==> src/rtl/dpmix_pkg.sv <==
package dpmix_pkg;

    // Number of product lanes summed per cycle.
    localparam int unsigned NUM_LANES = 2;

    // Register stages between the block inputs and the sum stage.
    localparam int unsigned FRONT_STAGES = 3;

    // Control bits that travel in step with the operands.
    typedef struct packed {
        logic rnd;
        logic acc;
        logic ft;
        logic cas_en;
        logic load;
    } mix_ctrl_t;

endpackage

==> src/rtl/dpmix_prod.sv <==
// One product lane: operand register, product register, signed-term register.
module dpmix_prod #(
    parameter int unsigned DATA_W = 12
) (
    input  logic                  clk_i,
    input  logic                  rst_i,
    input  logic [DATA_W-1:0]     x_i,
    input  logic [DATA_W-1:0]     y_i,
    input  logic                  neg_i,
    output logic [2*DATA_W-1:0]   term_o
);

    localparam int unsigned PROD_W = 2 * DATA_W;

    typedef struct packed {
        logic [DATA_W-1:0] x;
        logic [DATA_W-1:0] y;
        logic              neg_s1;
        logic [PROD_W-1:0] prod;
        logic              neg_s2;
        logic [PROD_W-1:0] term;
    } lane_st_t;

    lane_st_t st_d, st_q;
    logic signed [PROD_W-1:0] prod_full;

    always_comb begin
        prod_full   = $signed(st_q.x) * $signed(st_q.y);
        st_d        = st_q;
        st_d.x      = x_i;
        st_d.y      = y_i;
        st_d.neg_s1 = neg_i;
        st_d.prod   = prod_full;
        st_d.neg_s2 = st_q.neg_s1;
        st_d.term   = st_q.neg_s2 ? (~st_q.prod + PROD_W'(1)) : st_q.prod;
    end

    always_ff @(posedge clk_i) begin
        if (rst_i) begin
            st_q <= '0;
        end else begin
            st_q <= st_d;
        end
    end

    assign term_o = st_q.term;

    AST_NEG_CANCELS: assert property (@(posedge clk_i) disable iff (rst_i)
        st_q.neg_s2 |=> (st_q.term + $past(st_q.prod)) == '0);

    AST_POS_PASSES: assert property (@(posedge clk_i) disable iff (rst_i)
        !st_q.neg_s2 |=> (st_q.term - $past(st_q.prod)) == '0);

endmodule

==> src/rtl/dpmix_accum.sv <==
// Sum stage (terms, cascade word, rounding) followed by the accumulator stage.
module dpmix_accum
    import dpmix_pkg::*;
#(
    parameter int unsigned ACC_W = 24,
    parameter int unsigned CAS_W = 16
) (
    input  logic             clk_i,
    input  logic             rst_i,
    input  logic [ACC_W-1:0] term_ab_i,
    input  logic [ACC_W-1:0] term_cd_i,
    input  mix_ctrl_t        ctrl_i,
    input  logic [CAS_W-1:0] cas_pipe_i,
    input  logic [CAS_W-1:0] cas_port_i,
    input  logic             cas_en_port_i,
    output logic [ACC_W-1:0] total_o,
    output logic             load_o
);

    localparam int unsigned CAS_SHIFT = ACC_W - CAS_W;
    localparam int unsigned RND_BIT   = CAS_SHIFT - 1;

    typedef struct packed {
        logic [ACC_W-1:0] sum;
        logic             acc;
        logic             load_s4;
        logic [ACC_W-1:0] total;
        logic             load_s5;
    } acc_st_t;

    acc_st_t          st_d, st_q;
    logic [CAS_W-1:0] cas_sel;
    logic [ACC_W-1:0] cas_term;
    logic [ACC_W-1:0] rnd_term;

    always_comb begin
        if (ctrl_i.ft) begin
            cas_sel = cas_en_port_i ? cas_port_i : '0;
        end else begin
            cas_sel = ctrl_i.cas_en ? cas_pipe_i : '0;
        end
        cas_term          = {cas_sel, {CAS_SHIFT{1'b0}}};
        rnd_term          = '0;
        rnd_term[RND_BIT] = ctrl_i.rnd & ~ctrl_i.acc;

        st_d         = st_q;
        st_d.sum     = term_ab_i + term_cd_i + cas_term + rnd_term;
        st_d.acc     = ctrl_i.acc;
        st_d.load_s4 = ctrl_i.load;
        st_d.total   = st_q.acc ? (st_q.total + st_q.sum) : st_q.sum;
        st_d.load_s5 = st_q.load_s4;
    end

    always_ff @(posedge clk_i) begin
        if (rst_i) begin
            st_q <= '0;
        end else begin
            st_q <= st_d;
        end
    end

    assign total_o = st_q.total;
    assign load_o  = st_q.load_s5;

    AST_RUN_RESTART: assert property (@(posedge clk_i) disable iff (rst_i)
        !st_q.acc |=> st_q.total == $past(st_q.sum));

    AST_RUN_STEP: assert property (@(posedge clk_i) disable iff (rst_i)
        st_q.acc |=> (st_q.total - $past(st_q.total)) == $past(st_q.sum));

endmodule

==> src/rtl/dpmix_outreg.sv <==
// Output stage: a full-width snapshot of the total plus the word register.
module dpmix_outreg #(
    parameter int unsigned ACC_W = 24,
    parameter int unsigned OUT_W = 16
) (
    input  logic             clk_i,
    input  logic             rst_i,
    input  logic [ACC_W-1:0] total_i,
    input  logic             load_i,
    output logic [OUT_W-1:0] word_o
);

    typedef struct packed {
        logic [ACC_W-1:0] hold;
        logic [OUT_W-1:0] word;
        logic             phase;
    } out_st_t;

    out_st_t st_d, st_q;

    always_comb begin
        st_d = st_q;
        if (load_i) begin
            st_d.hold  = total_i;
            st_d.word  = total_i[ACC_W-1 -: OUT_W];
            st_d.phase = 1'b0;
        end else begin
            st_d.word  = st_q.phase ? st_q.hold[ACC_W-1 -: OUT_W]
                                    : st_q.hold[OUT_W-1:0];
            st_d.phase = ~st_q.phase;
        end
    end

    always_ff @(posedge clk_i) begin
        if (rst_i) begin
            st_q <= '0;
        end else begin
            st_q <= st_d;
        end
    end

    assign word_o = st_q.word;

    AST_HOLD_STABLE: assert property (@(posedge clk_i) disable iff (rst_i)
        !load_i |=> $stable(st_q.hold));

    AST_LOAD_SHOWS_HIGH: assert property (@(posedge clk_i) disable iff (rst_i)
        load_i |=> st_q.word == st_q.hold[ACC_W-1 -: OUT_W]);

    AST_TOGGLE_LOW_FIRST: assert property (@(posedge clk_i) disable iff (rst_i)
        (!load_i && !st_q.phase) |=> st_q.word == st_q.hold[OUT_W-1:0]);

endmodule

==> src/rtl/dpmix_acc.sv <==
// Dual-product mixing accumulator, top level.
module dpmix_acc
    import dpmix_pkg::*;
#(
    parameter int unsigned DATA_W = 12,
    parameter int unsigned CAS_W  = 16
) (
    input  logic              clk_i,
    input  logic              rst_i,
    input  logic [DATA_W-1:0] a_i,
    input  logic [DATA_W-1:0] b_i,
    input  logic [DATA_W-1:0] c_i,
    input  logic [DATA_W-1:0] d_i,
    input  logic              neg_ab_i,
    input  logic              neg_cd_i,
    input  logic              rnd_i,
    input  logic              acc_i,
    input  logic              cas_ft_i,
    input  logic              cas_en_i,
    input  logic              msw_load_i,
    input  logic [CAS_W-1:0]  cas_i,
    input  logic              res_oe_i,
    output logic [CAS_W-1:0]  res_word_o,
    output logic              res_vld_o
);

    localparam int unsigned ACC_W = 2 * DATA_W;
    localparam int unsigned OUT_W = CAS_W;
    localparam int unsigned LAST  = FRONT_STAGES - 1;

    // Control bits and the aligned cascade word, carried beside the lanes.
    typedef struct packed {
        mix_ctrl_t [FRONT_STAGES-1:0]            ctl;
        logic      [FRONT_STAGES-1:0][CAS_W-1:0] cas;
    } front_st_t;

    front_st_t st_d, st_q;

    always_comb begin
        st_d               = st_q;
        st_d.ctl[0].rnd    = rnd_i;
        st_d.ctl[0].acc    = acc_i;
        st_d.ctl[0].ft     = cas_ft_i;
        st_d.ctl[0].cas_en = cas_en_i;
        st_d.ctl[0].load   = msw_load_i;
        st_d.cas[0]        = cas_i;
        for (int s = 1; s < FRONT_STAGES; s++) begin
            st_d.ctl[s] = st_q.ctl[s-1];
            st_d.cas[s] = st_q.cas[s-1];
        end
    end

    always_ff @(posedge clk_i) begin
        if (rst_i) begin
            st_q <= '0;
        end else begin
            st_q <= st_d;
        end
    end

    // Product lanes.
    logic [NUM_LANES-1:0][DATA_W-1:0] lane_x;
    logic [NUM_LANES-1:0][DATA_W-1:0] lane_y;
    logic [NUM_LANES-1:0]             lane_neg;
    logic [NUM_LANES-1:0][ACC_W-1:0]  lane_term;

    assign lane_x   = {c_i, a_i};
    assign lane_y   = {d_i, b_i};
    assign lane_neg = {neg_cd_i, neg_ab_i};

    for (genvar g = 0; g < NUM_LANES; g++) begin : g_lane
        dpmix_prod #(
            .DATA_W (DATA_W)
        ) u_prod (
            .clk_i  (clk_i),
            .rst_i  (rst_i),
            .x_i    (lane_x[g]),
            .y_i    (lane_y[g]),
            .neg_i  (lane_neg[g]),
            .term_o (lane_term[g])
        );
    end

    logic [ACC_W-1:0] total;
    logic             out_load;

    dpmix_accum #(
        .ACC_W (ACC_W),
        .CAS_W (CAS_W)
    ) u_accum (
        .clk_i         (clk_i),
        .rst_i         (rst_i),
        .term_ab_i     (lane_term[0]),
        .term_cd_i     (lane_term[1]),
        .ctrl_i        (st_q.ctl[LAST]),
        .cas_pipe_i    (st_q.cas[LAST]),
        .cas_port_i    (cas_i),
        .cas_en_port_i (cas_en_i),
        .total_o       (total),
        .load_o        (out_load)
    );

    dpmix_outreg #(
        .ACC_W (ACC_W),
        .OUT_W (OUT_W)
    ) u_out (
        .clk_i   (clk_i),
        .rst_i   (rst_i),
        .total_i (total),
        .load_i  (out_load),
        .word_o  (res_word_o)
    );

    assign res_vld_o = res_oe_i;

endmodule

==> config.mk <==
export PLATFORM = sky130hd
export DESIGN_NAME = dpmix_acc
export DESIGN_NICKNAME = d
export VERILOG_FILES = /design/src/rtl/dpmix_pkg.sv /design/src/rtl/dpmix_prod.sv /design/src/rtl/dpmix_accum.sv /design/src/rtl/dpmix_outreg.sv /design/src/rtl/dpmix_acc.sv
export SDC_FILE = /design/constraint.sdc
export NUM_CORES = 1
export LEC_CHECK = 0
export ABC_AREA = 1
export BUFFER_PORTS_ARGS = -buffer_cell sky130_fd_sc_hd__buf_2
export CELL_PAD_IN_SITES_DETAIL_PLACEMENT = 0
export CELL_PAD_IN_SITES_GLOBAL_PLACEMENT = 1
export CORE_MARGIN = 5
export CORE_UTILIZATION = 40
export DETAILED_ROUTE_END_ITERATION = 7
export GPL_TIMING_DRIVEN = 0
export PLACE_DENSITY_LB_ADDON = 0.1
export SLEW_MARGIN = 40
export SYNTH_ARGS = -nofsm -noshare
export SYNTH_HDL_FRONTEND = slang
export SYNTH_HIERARCHICAL = 1
export SYNTH_SLANG_ARGS = --single-unit
==> constraint.sdc <==
create_clock -name clk_i -period 6 [get_ports clk_i]
set_input_delay 1.2 -clock clk_i [delete_from_list [all_inputs] [get_ports clk_i]]
set_output_delay 1.2 -clock clk_i [all_outputs]
set_load 0.01 [all_outputs]
Yosys cells after proc, flatten, opt, wreduce, memory -nomap -nowiden
Cells that the tools add are included.
{ "totals": {"ff_bits": 303, "input_bits": 74, "out_inout_bits": 17} }
{ "classes": {"addsub": 6, "multipliers": 2, "n_mux": 8, "bitwise": 5, "reduce_logical": 1} }
{ "ops": {"columns": ["op", "n"], "rows": [
  ["$add 24x24->24", 3],
  ["$mux 24", 3],
  ["$mux 16", 4],
  ["$add 24x1->24 const B", 2],
  ["$mul 12x12->24", 2],
  ["$not 24->24", 2],
  ["$add 24x8->24", 1],
  ["$mux 17", 1],
  ["$not 1->1", 2],
  ["$reduce_or 2->1", 1],
  ["$and 1x1->1", 1]
]} }

Longest topological paths before layout
Gate-level depths: netlist (run 1).
{ "logic_depth": {"ltp_word": 4, "depth_mapped": 25, "ltp_nobuf": 24} }

Cells and area by module
The synthesis (run 1) kept the hierarchy.
{ "modules_own_cells": {"columns": ["mod", "instances", "cells_per_inst", "area_each_um2", "seq_area_each_um2"], "rows": [
  ["dpmix_prod at g_lane[0].u_prod", 1, 1131, 8587.0, 1481.4],
  ["dpmix_prod at g_lane[1].u_prod", 1, 1131, 8583.2, 1481.4],
  ["dpmix_accum", 1, 861, 5387.7, 1021.0],
  ["dpmix_acc", 1, 197, 1820.5, 1261.2],
  ["dpmix_outreg", 1, 227, 1712.9, 820.8]
]} }

Least setup slack after synthesis (run 1)
OpenSTA, ideal clock, no wires.
{ "synth_path": {"path_type": "register -> register", "from": "register g_lane[1].u_prod/st_q[73] (netlist name)", "to": "register g_lane[1].u_prod/st_q[48] (netlist name)", "setup_ps": 114, "arrival_time_ps": 4596, "required_ps": 5886, "path_slack_ps": 1290, "path_stages_with_launch": 21, "n_path_buf": 1, "path_cell_list": "dfxtp_1 clkbuf_1 nand2_1 fa_1 inv_1 fa_1 inv_1 fa_1 fa_1 fa_1 inv_1 ha_1 nand2_1 nor2_1 inv_1 nor2_1 nand3_1 nand3_1 nand2_1 inv_1 nor2_1"} }
{ "synth_via": {"elab_chain_cells": 1} }
{ "synth_rtl": {"columns": ["item", "line", "source"], "rows": [
  ["start, declared", "dpmix_prod.sv:24", "lane_st_t st_d, st_q;"],
  ["start signal, assigned", "dpmix_prod.sv:42", "st_q <= st_d;"],
  ["$mul 12x12->24", "dpmix_prod.sv:28", "prod_full = $signed(st_q.x) * $signed(st_q.y);"]
]} }
No other way between the ends.
A chain may end at the register's enable or synchronous reset.

Worst setup path in the final report (run 1)
{ "layout_path": {"from": "register g_lane[1].u_prod/st_q[54] (netlist name)", "to": "register g_lane[1].u_prod/st_q[48] (netlist name)"} }
Same word-level chain as after synthesis.

==> flow_summary.json, run 1 <==
{
  "r2r_end": "g_lane[1].u_prod/st_q[48]",
  "drcViolationCount": 0,
  "root_buffer": "sky130_fd_sc_hd__clkbuf_16",
  "asyncSetResetFlopFracSynth_pct": 0,
  "mappedNetlistArea_mm2": 0.0261,
  "synth_area_per_cell_um2": 7.36,
  "dieArea_mm2": 0.0704,
  "buffer_count_from_post_cts_setup_fixing": 0,
  "power.static_leakage_nw": 15.6,
  "synth-seq-cells": 303,
  "cts.path.max_buffers": 3,
  "post_drt_via_cell_ratio": 4.63,
  "synth_largest_type_area_fraction_pct": 23.2,
  "top_level_ports": 91,
  "grt_pass1_wl_um": 112000,
  "fin_area_mm2": 0.0289,
  "antenna_found_initial": 0,
  "final_hold_viol_count": 0,
  "cts.clk_slew.worst_paths_ps": 60,
  "clock_tree_from_tritoncts": "built",
  "worst_hold_path.num_cells": 2,
  "critical_path.endpoint": "g_lane[1].u_prod/st_q[48]",
  "floorplan.die.width_um": 265,
  "irDropWorstVdd_v": 0.000203,
  "synth_cells": 3547,
  "timing.setup.critical_path_class": "flop to flop",
  "port_buffer_count": 88,
  "synth_xor_area_share_pct": 0.839,
  "cp-start-kind": "flop",
  "global_route.overflow_total": 0,
  "layout_overhead_on_the_synthesized_area_pct": 10.9,
  "tightest_slew_ps": 780,
  "synth_edf_count": 0,
  "slew_headroom_pct": 48.0,
  "synthesis.nets": 4071,
  "drtIter0Drc": 911,
  "crit-reg2reg-launch": "g_lane[1].u_prod/st_q[54]",
  "layout.nets": 4199,
  "yosys-mux-area-fraction_pct": 0,
  "place.detailed.hpwl_um": 57500,
  "routed-via-count": 21098,
  "total_clock_sinks": 303,
  "synth.top_cells.by_area": "sky130_fd_sc_hd__dfxtp_1 23%, sky130_fd_sc_hd__fa_1 23%, sky130_fd_sc_hd__nand2_1 12%",
  "synth-simple-area-share_pct": 22.8,
  "synthDominantAreaCellType": "sky130_fd_sc_hd__dfxtp_1",
  "placed_cell_areas_mm2": 0.0276,
  "n_fill_cell": 6730,
  "timing.final.crit_share_pct": 91.8,
  "drt_pre_antenna_iters": 5,
  "post_cts.resized_instances": 0,
  "main_combinational_cell_family_by_area_after_synthesis": "adder cells",
  "drv_cap": 0,
  "wl_final_um": 69000,
  "floorplan.initialDensity_pct": 40.4,
  "first_global_vias": 21579,
  "clock-skew-final_ps": 25.6,
  "fin_tns_setup_ps": 0,
  "synth-adder-area-share_pct": 30.0,
  "start_point_of_the_critical_path": "g_lane[1].u_prod/st_q[54]",
  "final_setup_violating_endpoints": 0,
  "post_drt_antenna_nets": 0,
  "final_cells": 4558,
  "post_drt_wl_per_cell_um": 15.1,
  "slew_viol_final": 0,
  "crit_path_top_delay_cell": "sky130_fd_sc_hd__clkbuf_1",
  "chipHeight_um": 265,
  "cts-buffers-inserted": 38,
  "postSynth.topFlopCell": "sky130_fd_sc_hd__dfxtp_1",
  "r2r_setup_slack_ps": 490,
  "critPathMaxStageDelay_ps": 550,
  "synth_cell_type_count": 43,
  "grt_setup_unrepaired": "false",
  "grtUsageTotal_pct": 19.6,
  "core_area_mm2": 0.0646,
  "timing.fmax_mhz": 182,
  "whs_ps": 401,
  "critical_path_peak_fanout": 10,
  "ctsHtreeMaxLevel": 2,
  "reg2regPathDepth": 21,
  "cp_data_required_time_ps": 6440,
  "compound_gate_fraction_of_synth_area_pct": 6.92,
  "crit_chain": "clkbuf_1 > nand2_1 > fa_1 > inv_1 > fa_1 > inv_1 > fa_1 > inv_1 > fa_1 > inv_1 > fa_1 > inv_1 > ha_1 > a21oi_1 > nand2_1 > nand2_1 > nand2_1 > nand2_1 > nand3_1 > o21bai_1 > nor2_1",
  "row_count": 93,
  "run_status": "finished, final reports clean",
  "setup.worst_path.end_class": "flop",
  "cts_hold_repair.buffers": 0,
  "hold_path_class": "flop to flop",
  "ys_warn_count": 6,
  "place_congestion": 0.890,
  "postLayoutCoreUtil_pct": 44.8,
  "clkLatencyLatePin_ps": 570,
  "min_period_ps": 5510,
  "largest_net_degree_at_the_start_of_global_routing": 14,
  "arrival_ps": 5940,
  "placedCellCount": 4490,
  "ys_seq_area_share_pct": 23.2,
  "antenna_cells_inserted": 0,
  "pwr_density_cell_mw_per_mm2": 274,
  "post_route_cells_drive_above_1_share_pct": 9.53
}
==> sequential cells by signal, indices dropped and copies added, names as in the netlist <==
| register | count |
|---|---|
| u_out/word_o | 16 |
| st_d | 42 |
| st_q | 21 |
| g_lane.u_prod/term_o | 48 |
| u_accum/st_q | 25 |
| u_accum/st_d | 1 |
| u_accum/load_o | 1 |
| g_lane.u_prod/st_q | 98 |
| g_lane.u_prod/st_d | 2 |
| u_out/st_q | 25 |
| u_accum/total_o | 24 |
==> worst min path at each step <==
stage,startpoint,endpoint,slack (ps)
2_1_floorplan,g_lane[0].u_prod/st_d[24],g_lane[0].u_prod/st_q[24],390
3_3_place_gp,g_lane[1].u_prod/st_d[24],g_lane[1].u_prod/st_q[24],390
3_5_place_dp,st_d[19],st_d[35],390
4_1_cts,st_d[19],st_d[35],400
5_1_grt,st_d[19],st_d[35],410
6_report,st_d[37],st_q[37],400
==> metrics by stage <==
step	power, W	worst slack [ps]
global placement	0.00556	553
CTS	0.00807	493
global route	0.00859	183
finish	0.00793	495
floorplan	0.00471	1290
detailed placement	0.00558	511
==> cell type report <==
type	count	area, um2	share of cell area [%]
multi-input combinational	2251	15800	54.7
inverter	798	3000	10.4
clock inverter	14	209	0.722
tap	855	1070	3.70
sequential	303	6070	21.0
buffer	195	1210	4.18
clock buffer	54	1120	3.88
timing repair buffer	88	440	1.52
==> cells in the mapped netlist, types with 2 or more instances <==
cell                       count
sky130_fd_sc_hd__a21oi_1     190
sky130_fd_sc_hd__nand3b_1      7
sky130_fd_sc_hd__nand3_2      12
sky130_fd_sc_hd__inv_2         9
sky130_fd_sc_hd__nand4_1      13
sky130_fd_sc_hd__nor2_1      391
sky130_fd_sc_hd__and3_1        2
sky130_fd_sc_hd__buf_6        10
sky130_fd_sc_hd__ha_1        156
sky130_fd_sc_hd__buf_2         7
sky130_fd_sc_hd__o211ai_1      3
sky130_fd_sc_hd__o21ai_1       4
sky130_fd_sc_hd__buf_1         3
sky130_fd_sc_hd__dfxtp_1     303
sky130_fd_sc_hd__a32o_1       15
sky130_fd_sc_hd__xor2_1       18
sky130_fd_sc_hd__o21ai_2       5
sky130_fd_sc_hd__fa_1        294
sky130_fd_sc_hd__nor3_1       28
sky130_fd_sc_hd__a21o_1        3
sky130_fd_sc_hd__buf_4        97
sky130_fd_sc_hd__clkbuf_1     76
sky130_fd_sc_hd__o21bai_1      7
sky130_fd_sc_hd__and2_1        3
sky130_fd_sc_hd__o21a_1        9
sky130_fd_sc_hd__xnor2_1       7
sky130_fd_sc_hd__nand3_1     110
sky130_fd_sc_hd__nor2_4        6
sky130_fd_sc_hd__a21oi_2       7
sky130_fd_sc_hd__o21ai_0      80
sky130_fd_sc_hd__nand2_2      13
sky130_fd_sc_hd__or2_2         9
sky130_fd_sc_hd__nand2_1     834
sky130_fd_sc_hd__inv_1       788
sky130_fd_sc_hd__nor2_2       20
==> power by group <==
part | total [W] | switching [W] | internal, W
combinational | 0.00301 | 0.00191 | 0.00111
clock | 0.00242 | 0.000932 | 0.00148
sequential | 0.00250 | 0.000217 | 0.00228
==> placed cells by master (no fill, tap or decap), types with 3 or more instances in the layout <==
| master | instances |
|---|---|
| sky130_fd_sc_hd__buf_2 | 95 |
| sky130_fd_sc_hd__nand2_1 | 834 |
| sky130_fd_sc_hd__clkinvlp_4 | 5 |
| sky130_fd_sc_hd__nand2_2 | 13 |
| sky130_fd_sc_hd__a21oi_2 | 7 |
| sky130_fd_sc_hd__a21o_1 | 3 |
| sky130_fd_sc_hd__o21a_1 | 9 |
| sky130_fd_sc_hd__buf_4 | 97 |
| sky130_fd_sc_hd__nand3b_1 | 7 |
| sky130_fd_sc_hd__or2_2 | 9 |
| sky130_fd_sc_hd__inv_1 | 788 |
| sky130_fd_sc_hd__a21oi_1 | 190 |
| sky130_fd_sc_hd__o21ai_2 | 5 |
| sky130_fd_sc_hd__inv_2 | 9 |
| sky130_fd_sc_hd__xor2_1 | 18 |
| sky130_fd_sc_hd__clkbuf_1 | 81 |
| sky130_fd_sc_hd__o21ai_0 | 80 |
| sky130_fd_sc_hd__nor2_4 | 6 |
| sky130_fd_sc_hd__ha_1 | 156 |
| sky130_fd_sc_hd__buf_1 | 3 |
| sky130_fd_sc_hd__o21bai_1 | 7 |
| sky130_fd_sc_hd__nand4_1 | 13 |
| sky130_fd_sc_hd__xnor2_1 | 7 |
| sky130_fd_sc_hd__fa_1 | 294 |
| sky130_fd_sc_hd__clkbuf_8 | 9 |
| sky130_fd_sc_hd__clkbuf_16 | 39 |
| sky130_fd_sc_hd__buf_6 | 10 |
| sky130_fd_sc_hd__bufinv_16 | 4 |
| sky130_fd_sc_hd__and2_1 | 3 |
| sky130_fd_sc_hd__nand3_1 | 110 |
| sky130_fd_sc_hd__o211ai_1 | 3 |
| sky130_fd_sc_hd__nor2_2 | 20 |
| sky130_fd_sc_hd__o21ai_1 | 4 |
| sky130_fd_sc_hd__nand3_2 | 12 |
| sky130_fd_sc_hd__nor3_1 | 28 |
| sky130_fd_sc_hd__nor2_1 | 391 |
| sky130_fd_sc_hd__dfxtp_1 | 303 |
| sky130_fd_sc_hd__a32o_1 | 15 |
==> routing by layer <==
layer	up-vias	GRT usage (%)	wire, um
met3	88	2.40	2750
met1	9924	26.6	31600
met5	-	0	0
met4	0	4.74	1490
li1	10712	-	-
met2	374	33.5	33100
==> worst max-delay path, delay by kind of cell (launching register included) <==
| kind | cells | cell delay [ps] |
|---|---|---|
| flip-flops | 1 | 480 |
| AO/OA/AOI/OAI | 2 | 530 |
| adder cells (fa/ha/maj) | 6 | 2900 |
| buffers and inverters | 6 | 820 |
| AND/OR/NAND/NOR | 7 | 690 |
==> cell families after synthesis <==
logic type                 Yosys count
and+or+nand+nor                   1452
buffers and inverters              993
adders and majority gates          450
AOI/OAI and AO/OA                  324
DFF                                303
xor gates and xnor gates            25
Note: power is estimated with default switching activity, not from simulation.
==> run 2: changes to the inputs <==
ABC_AREA = default   (was 1)
==> flow_summary.json, run 2 <==
{
  "run_status": "finished, final reports clean",
  "clock-skew-final_ps": 15.7,
  "core_area_mm2": 0.0592,
  "post_drt_wl_per_cell_um": 16.2,
  "p_int_w": 0.00479,
  "antenna_cells_inserted": 0,
  "largest_reg_flops": 98,
  "layout.nets": 3225,
  "drtIter0Drc": 692,
  "first_global_vias": 17904,
  "timing.fmax_mhz": 174,
  "mappedNetlistArea_mm2": 0.0240,
  "cp-start-kind": "flop",
  "slew_viol_final": 0,
  "area_occupied_by_multi_input_gates_mm2": 0.0155,
  "floorplan.die.width_um": 255,
  "synth-seq-cells": 303,
  "ys_warn_count": 6,
  "placed_cell_areas_mm2": 0.0254,
  "top_level_ports": 91,
  "floorplan.initialDensity_pct": 40.5,
  "dieArea_mm2": 0.0650,
  "synth_cells": 2573,
  "layout_overhead_on_the_synthesized_area_pct": 11.3,
  "timing.final.crit_share_pct": 95.6,
  "post_drt_via_cell_ratio": 4.78,
  "buffer_count_from_post_cts_setup_fixing": 0,
  "place.detailed.hpwl_um": 46400,
  "mostFrequentLayoutCell": "sky130_fd_sc_hd__inv_1",
  "setup.worst_path.end_class": "flop",
  "antenna_found_initial": 0,
  "row_count": 89,
  "cts-buffers-inserted": 37,
  "clkPwrFrac_pct": 31.2,
  "hold_start": "st_d[38]",
  "n_fill_cell": 5867,
  "timing.setup.critical_path_class": "flop to flop",
  "asyncSetResetFlopFracSynth_pct": 0,
  "critPathMaxStageDelay_ps": 530,
  "tightest_slew_ps": 818,
  "cts.path.max_buffers": 3,
  "comb_power_share_pct": 35.1,
  "drcViolationCount": 0,
  "slew_headroom_pct": 45.4,
  "reg2regPathDepth": 18,
  "drt_pre_antenna_iters": 5,
  "root_buffer": "sky130_fd_sc_hd__clkbuf_16",
  "layout.cells.most_common_list": "369 x sky130_fd_sc_hd__inv_1, 303 x sky130_fd_sc_hd__dfxtp_1, 294 x sky130_fd_sc_hd__fa_1",
  "cp_data_required_time_ps": 6440,
  "total_clock_sinks": 303,
  "top_register": "g_lane.u_prod/st_q",
  "fin_ws_ps": 262,
  "fin_area_mm2": 0.0267,
  "grt_pass1_wl_um": 93900,
  "postSynth.topFlopCell": "sky130_fd_sc_hd__dfxtp_1",
  "worst_slack_after_detailed_placement_ps": -245,
  "min_period_ps": 5740,
  "worst_hold_path.num_cells": 1,
  "synth_edf_count": 0,
  "pwr-share-seq_pct": 33.8,
  "ctsHtreeMaxLevel": 2,
  "synth_largest_type_area_fraction_pct": 25.3,
  "grtUsageTotal_pct": 17.9,
  "register_area_mm2": 0.00607,
  "global_route.overflow_total": 0,
  "grt_setup_unrepaired": "true",
  "post_drt_antenna_nets": 0,
  "power.net_switching_w": 0.00257,
  "post_route_cells_drive_above_1_share_pct": 11.8,
  "crit_chain": "clkbuf_2 > nand2_1 > fa_1 > fa_1 > fa_1 > inv_1 > fa_1 > inv_1 > fa_1 > inv_1 > ha_1 > o21a_1 > o31a_1 > o21ai_1 > nand2_1 > a21o_1 > a221oi_1 > mux2_2",
  "synth_area_per_cell_um2": 9.33,
  "crit_path_top_delay_cell": "sky130_fd_sc_hd__fa_1",
  "synthesis.nets": 3097,
  "yosys-top-cells-count": "369 x sky130_fd_sc_hd__inv_1, 303 x sky130_fd_sc_hd__dfxtp_1, 294 x sky130_fd_sc_hd__fa_1",
  "crit-reg2reg-launch": "g_lane[0].u_prod/st_q[54]",
  "critPathMostFrequentCell": "sky130_fd_sc_hd__fa_1",
  "pwr_density_cell_mw_per_mm2": 276,
  "synth_cell_type_count": 85,
  "power.static_leakage_nw": 12.7,
  "arrival_ps": 6170,
  "clock_tree_from_tritoncts": "built",
  "chipHeight_um": 255,
  "hold_path_class": "flop to flop",
  "place_congestion": 0.843,
  "irDropWorstVdd_v": 0.000196,
  "clkLatencyLatePin_ps": 560,
  "cts_hold_repair.buffers": 0,
  "yosys.cell_count.top_type": "sky130_fd_sc_hd__inv_1",
  "start_point_of_the_critical_path": "g_lane[0].u_prod/st_q[54]",
  "switching_power_share_of_the_total_pct": 34.9,
  "drv_cap": 0,
  "routed-via-count": 16759,
  "final_hold_viol_count": 0,
  "final_setup_violating_endpoints": 0,
  "cts.clk_slew.worst_paths_ps": 60,
  "synthDominantAreaCellType": "sky130_fd_sc_hd__dfxtp_1",
  "synth.top_cells.by_area": "sky130_fd_sc_hd__dfxtp_1 25%, sky130_fd_sc_hd__fa_1 25%, sky130_fd_sc_hd__ha_1 8.1%",
  "port_buffer_count": 89,
  "ys_seq_area_share_pct": 25.3,
  "critical_path_peak_fanout": 10,
  "wl_final_um": 56600,
  "largest_net_degree_at_the_start_of_global_routing": 30
}
## run 2: worst paths after layout
| check | endpoint | slack [ps] |
|---|---|---|
| hold reg to reg | st_q[38] | 430 |
| setup reg to reg | g_lane[0].u_prod/st_q[42] | 260 |
| setup / recovery | g_lane[0].u_prod/st_q[42] | 260 |
| hold / removal | st_q[38] | 430 |
## run 2: cells by family after synthesis
kind of cell | Yosys count | share of synthesized area [%]
AO/OA/AOI/OAI | 285 | 8.36
XOR/XNOR | 116 | 4.23
adder cells (fa/ha/maj) | 450 | 32.6
buffers and inverters | 559 | 10.4
flip-flops | 303 | 25.3
multiplexers | 65 | 2.76
AND/OR/NAND/NOR | 795 | 16.4
## run 2: critical path, delay by kind of cell, from the launching register on
kind | cells | cell delay, ps
mux | 1 | 370
simple gates | 2 | 380
fa+ha+maj | 6 | 2790
compound gates | 5 | 1180
buf+inv | 4 | 480
flops | 1 | 400
## run 2: area by class of cell
class | instances | area share (%)
multi-input combinational | 1711 | 57.8
sequential | 303 | 22.7
inverter | 371 | 5.21
buffer | 188 | 4.26
clock buffer | 50 | 3.95
tap | 773 | 3.62
timing repair buffer | 89 | 1.68
clock inverter | 18 | 0.777
## run 2: stage by stage
| stage | hold slack (ps) | total power [W] | utilization (%) | std cells | TNS, ps |
|---|---|---|---|---|---|
| final | 426 | 0.00736 | 45.1 | 3503 | 0 |
| after global routing | 438 | 0.00793 | 45.1 | 3503 | -49.4 |
| after CTS | 431 | 0.00749 | 45.1 | 3503 | 0 |
| after detailed placement | 422 | 0.00514 | 42.9 | 3435 | -585 |
| after global placement | 415 | 0.00510 | 42.9 | 3435 | -461 |
| after floorplan | 414 | 0.00444 | - | 2573 | 0 |
## run 2: power by group through the flow
stage	Sequential [W]	Clock [W]	Combinational, W
2_1_floorplan	0.00243	0	0.00200
3_3_place_gp	0.00253	0	0.00257
3_5_place_dp	0.00253	0	0.00260
4_1_cts	0.00249	0.00238	0.00262
5_1_grt	0.00252	0.00246	0.00295
6_report	0.00249	0.00229	0.00258
## run 2: routing by layer
layer / share of wire (%) / vias to the layer above / global-route usage [%]
met5: 0 / - / 0
met4: 2.3 / 0 / 4.56
met3: 3.0 / 66 / 2.19
met2: 49 / 202 / 30.9
met1: 46 / 8226 / 24.0
li1: - / 8265 / -
## run 2: repair_timing
item                                    in CTS  in global routing
gates cloned                                 0                  0
resized for setup                            6                 48
endpoints found under the setup margin       4                  7
